## config.mk

```make
export PLATFORM = sky130hd
export DESIGN_NAME = array_queue_lock
export DESIGN_NICKNAME = d
export VERILOG_FILES = /design/src/rtl/array_queue_lock.sv
export SDC_FILE = /design/constraint.sdc
export NUM_CORES = 1
export LEC_CHECK = 0
export ABC_AREA = 0
export ABC_CLOCK_PERIOD_IN_PS = 3200
export CORE_MARGIN = 4
export CORE_UTILIZATION = 55
export DETAILED_ROUTE_END_ITERATION = 6
export GPL_TIMING_DRIVEN = 0
export PLACE_DENSITY = 0.76
export SETUP_SLACK_MARGIN = 0.5
export SYNTH_ARGS = -nofsm -noshare
export SYNTH_HDL_FRONTEND = slang
export SYNTH_SLANG_ARGS = --single-unit
```

## constraint.sdc

```tcl
create_clock -name clk -period 3.2 [get_ports clk]
set_input_delay 0.64 -clock clk [delete_from_list [all_inputs] [get_ports clk]]
set_output_delay 0.64 -clock clk [all_outputs]
set_load 0.02 [all_outputs]
```

## src/rtl/array_queue_lock.sv

```systemverilog
module array_queue_lock #(
  parameter int NREQ  = 4,
  parameter int NSLOT = 4
) (
  input  logic            clk,
  input  logic            rst_n,
  input  logic [NREQ-1:0] acq_req,
  input  logic [NREQ-1:0] rel_req,
  output logic [NREQ-1:0] grant
);
  localparam int SW = (NSLOT > 1) ? $clog2(NSLOT) : 1;

  logic [NSLOT-1:0] flag;
  logic [SW-1:0]    tail, tail_nxt, hslot, succ;
  logic [NREQ-1:0]  busy, take, done;
  logic [SW-1:0]    slot     [NREQ];
  logic [SW-1:0]    new_slot [NREQ];

  function automatic logic [SW-1:0] wrap_add(input logic [SW-1:0] base, input int add);
    int s;
    s = int'(base) + add;
    return SW'(s % NSLOT);
  endfunction

  assign take = acq_req & ~busy;
  assign done = rel_req & grant;

  always_comb begin
    int off;
    off = 0;
    for (int i = 0; i < NREQ; i++) begin
      new_slot[i] = wrap_add(tail, off);
      if (take[i]) off = off + 1;
    end
    tail_nxt = wrap_add(tail, off);
  end

  always_comb begin
    hslot = '0;
    for (int i = 0; i < NREQ; i++)
      if (done[i]) hslot = slot[i];
  end

  assign succ = wrap_add(hslot, 1);

  genvar g;
  generate
    for (g = 0; g < NREQ; g++) begin : g_grant
      assign grant[g] = busy[g] & flag[slot[g]];
    end
  endgenerate

  always_ff @(posedge clk or negedge rst_n) begin
    if (!rst_n) begin
      flag <= NSLOT'(1);
      tail <= '0;
      busy <= '0;
      for (int i = 0; i < NREQ; i++) slot[i] <= '0;
    end else begin
      tail <= tail_nxt;
      busy <= (busy | take) & ~done;
      for (int i = 0; i < NREQ; i++)
        if (take[i]) slot[i] <= new_slot[i];
      if (|done)
        flag <= (flag & ~(NSLOT'(1) << hslot)) | (NSLOT'(1) << succ);
    end
  end
endmodule


```

==> flow_metrics.env <==
export IMPL_critPathKind="flop to output pin"
export IMPL_wirelength_um=2504
export IMPL_avgRoutedWirePerCell_um=15.95
export IMPL_drc=0
export IMPL_rsz0062_at_grt="no"
export IMPL_dp_slack_ps=206.3
export IMPL_drt_initial_drc_count=39
export IMPL_initial_core_util_pct=60.62
export IMPL_placed_area_um2=1414
export IMPL_grt_use_total_pct=17.94
export IMPL_layout_commonest_cell="dfrtp_1"
export IMPL_grt_start_max_net_pins=19
export IMPL_antenna_found_initial=0
export IMPL_htree_levels=1
export IMPL_die_area_um2=3099
export IMPL_slowest_delay_ps=530
export IMPL_fin_setup_tns_ps=0
export IMPL_path_cells="mux4_2 -> and2_1 -> clkdlybuf4s50_1"
export IMPL_skew_ps=15.61
export IMPL_ios=14
export IMPL_cts_setup_buffers=0
export IMPL_hold_buffers=0
export IMPL_worst_slack_ps=555.5
export IMPL_synthesis_area_um2=1250
export IMPL_drive_gt1_share_pct=21.54
export IMPL_crit_fanout=7
export IMPL_dr_pass1_iters=4
export IMPL_clk_latency_ps=320
export IMPL_path_clk_slew_ps=120
export IMPL_yosys_warnings=0
export IMPL_period_needed_ps=2645
export IMPL_tritoncts="done"
export IMPL_grt_pass1_wl_um=4367
export IMPL_hpwlAfterDp_um=1797
export IMPL_synth_seq_cells=18
export IMPL_max_slew_margin_pct=45.04
export IMPL_worst_slew_pin_slew_ps=821.8
export IMPL_utilization_pct=70.75
export IMPL_grt_pass1_vias=920
export IMPL_slew_violations=0
export IMPL_max_freq_mhz=378.1
export IMPL_critPathTopFamily="buffers and inverters"
export IMPL_cts_resized=0
export IMPL_outcome="finished, final reports clean"
export IMPL_n_antenna_cell=0
export IMPL_port_buffers=13
export IMPL_fin_cells=157
export IMPL_hp_class="flop to flop"
export IMPL_grt_ovfl_total=0
export IMPL_drtAntennaViolNets=0
export IMPL_synth_cell_types=39
export IMPL_vias=915
export IMPL_cts_buffers=3
export IMPL_crit_buf_inv=1
export IMPL_via_per_inst=5.828
export IMPL_fp_dieW_um=55.67
export IMPL_design_core_area_um2=2062
export IMPL_clock_tree_root_cell="clkbuf_4"
export IMPL_holdWs_ps=576.2
export IMPL_synth_nets=129
export IMPL_clock_path_buffers=2
export IMPL_hold_violations=0
export IMPL_cp_required_ps=2560
export IMPL_num_rows=16
export IMPL_nFillCells=157
export IMPL_clock_sinks=18
export IMPL_max_cap_violations=0
export IMPL_syn_avg_cell_area_um2=11.06
export IMPL_dpl_cell_count=153
export IMPL_total_power_mw=0.6223
export IMPL_final_cell_mix="15 x dfrtp_1, 13 x clkdlybuf4s50_1, 9 x nor2_1, 9 x mux2_2"
export IMPL_slowest_stage="clkdlybuf4s50_1"
export IMPL_nets=147
export IMPL_p_leak_nw=0.6447
export IMPL_powerDensity_nw_per_um2=426.6
export IMPL_area_growth_syn_to_layout_pct=16.72
export IMPL_ir_drop_mv=0.3586
export IMPL_postLayoutCellArea_um2=1459
export IMPL_synthCells=113
export IMPL_start_kind="flop"
export IMPL_finalCritPeriodShare_pct=82.64
export IMPL_seq_area_frac_synth_pct=36.14
export IMPL_die_h_um=55.67
export IMPL_finalSetupViolations=0
export IMPL_endpoint_kind="output pin"
export IMPL_place_congestion=0.7517
export IMPL_arrival_ps=2000
==> worst register-to-register path: stages, from the launching register on <==
cell,delay [ps]
dfrtp_1,450
nor2b_2,260
inv_1,80
ha_1,330
xor2_1,260
inv_1,80
ha_1,190
xor2_1,150
mux2_2,270
==> metal layers <==
metal / vias up / track usage, % / share of wire [%] / wire length, um
met5: - / 0 / 0 / 0
met4: 0 / 7.292 / 0.72 / 18
met3: 2 / 3.248 / 6.2 / 154
met2: 28 / 28.38 / 48 / 1201
met1: 436 / 24.06 / 45 / 1130
li1: 449 / - / - / -
==> kinds of logic (layout without fill, tap and decap cells) <==
family	after synthesis	count (layout)	share of synthesized area, %
AO/OA/AOI/OAI	20	20	15.22
XOR/XNOR	9	9	6.306
adder cells (fa/ha/maj)	6	6	6.006
buffers and inverters	3	20	0.9008
flip-flops	18	18	36.14
multiplexers	19	19	18.42
AND/OR/NAND/NOR	38	38	17.02
==> path summary, 6_finish.rpt <==
path | start | to | slack [ps] | cells past startpoint
worst max register to register | busy[0] | slot[1] | 1030 | 8
min in group asynchronous | rst_n | slot[5] | 780 | 1
worst max-delay path | flop | grant[0] | 560 | 3
worst min-delay path | busy[3] | busy[3] | 580 | 2
worst min register to register | busy[3] | busy[3] | 580 | 2
max in group asynchronous | rst_n | slot[6] | 1840 | 1
==> report_power, final <==
| group | switching (mW) | total, mW | internal [mW] |
|---|---|---|---|
| Combinational | 0.0560 | 0.144 | 0.0884 |
| Sequential | 0.0594 | 0.326 | 0.267 |
| Clock | 0.0822 | 0.152 | 0.0696 |
==> synth_stat cells <==
cell type  number  area, um2
dfrtp_1        17      425.4
mux2_2          9      101.4
nor2_1          9      33.78
ha_1            6      75.07
nand2_1         6      22.52
mux2i_1         5      50.05
xnor2_1         5      43.79
nand2b_1        4      25.02
nand3_1         4      20.02
xor2_1          4      35.03
and3_1          3      18.77
inv_1           3      11.26
mux2_4          3      45.04
nor2b_1         3      18.77
o211a_1         3      30.03
a21oi_1         2      10.01
nand3b_1        2      15.01
o211ai_1        2      15.01
o21ai_0         2      10.01
o21ai_1         2      10.01
a222oi_1        1      10.01
a22o_1          1      8.760
a22oi_1         1      7.510
and2_1          1      6.260
and3_4          1      11.26
and3b_1         1      8.760
and3b_2         1      10.01
dfstp_2         1      26.28
mux2_1          1      11.26
mux4_2          1      22.52
nor3b_1         1      7.510
o21a_1          1      7.510
o22a_1          1      8.760
o22ai_1         1      6.260
o22ai_2         1      12.51
o2bb2ai_4       1      27.53
o311ai_4        1      26.28
or2_4           1      8.760
or3_1           1      6.260
==> area by class of cell <==
type,count,area (um2),area share [%]
multi-input cells,92,793.3,54.37
flip-flops and latches,18,454.2,31.13
repair buffers,13,130.1,8.919
clock buffers,4,36.28,2.487
well taps,27,33.78,2.316
inverters,3,11.26,0.7719
(Power assumes the default switching activity.)
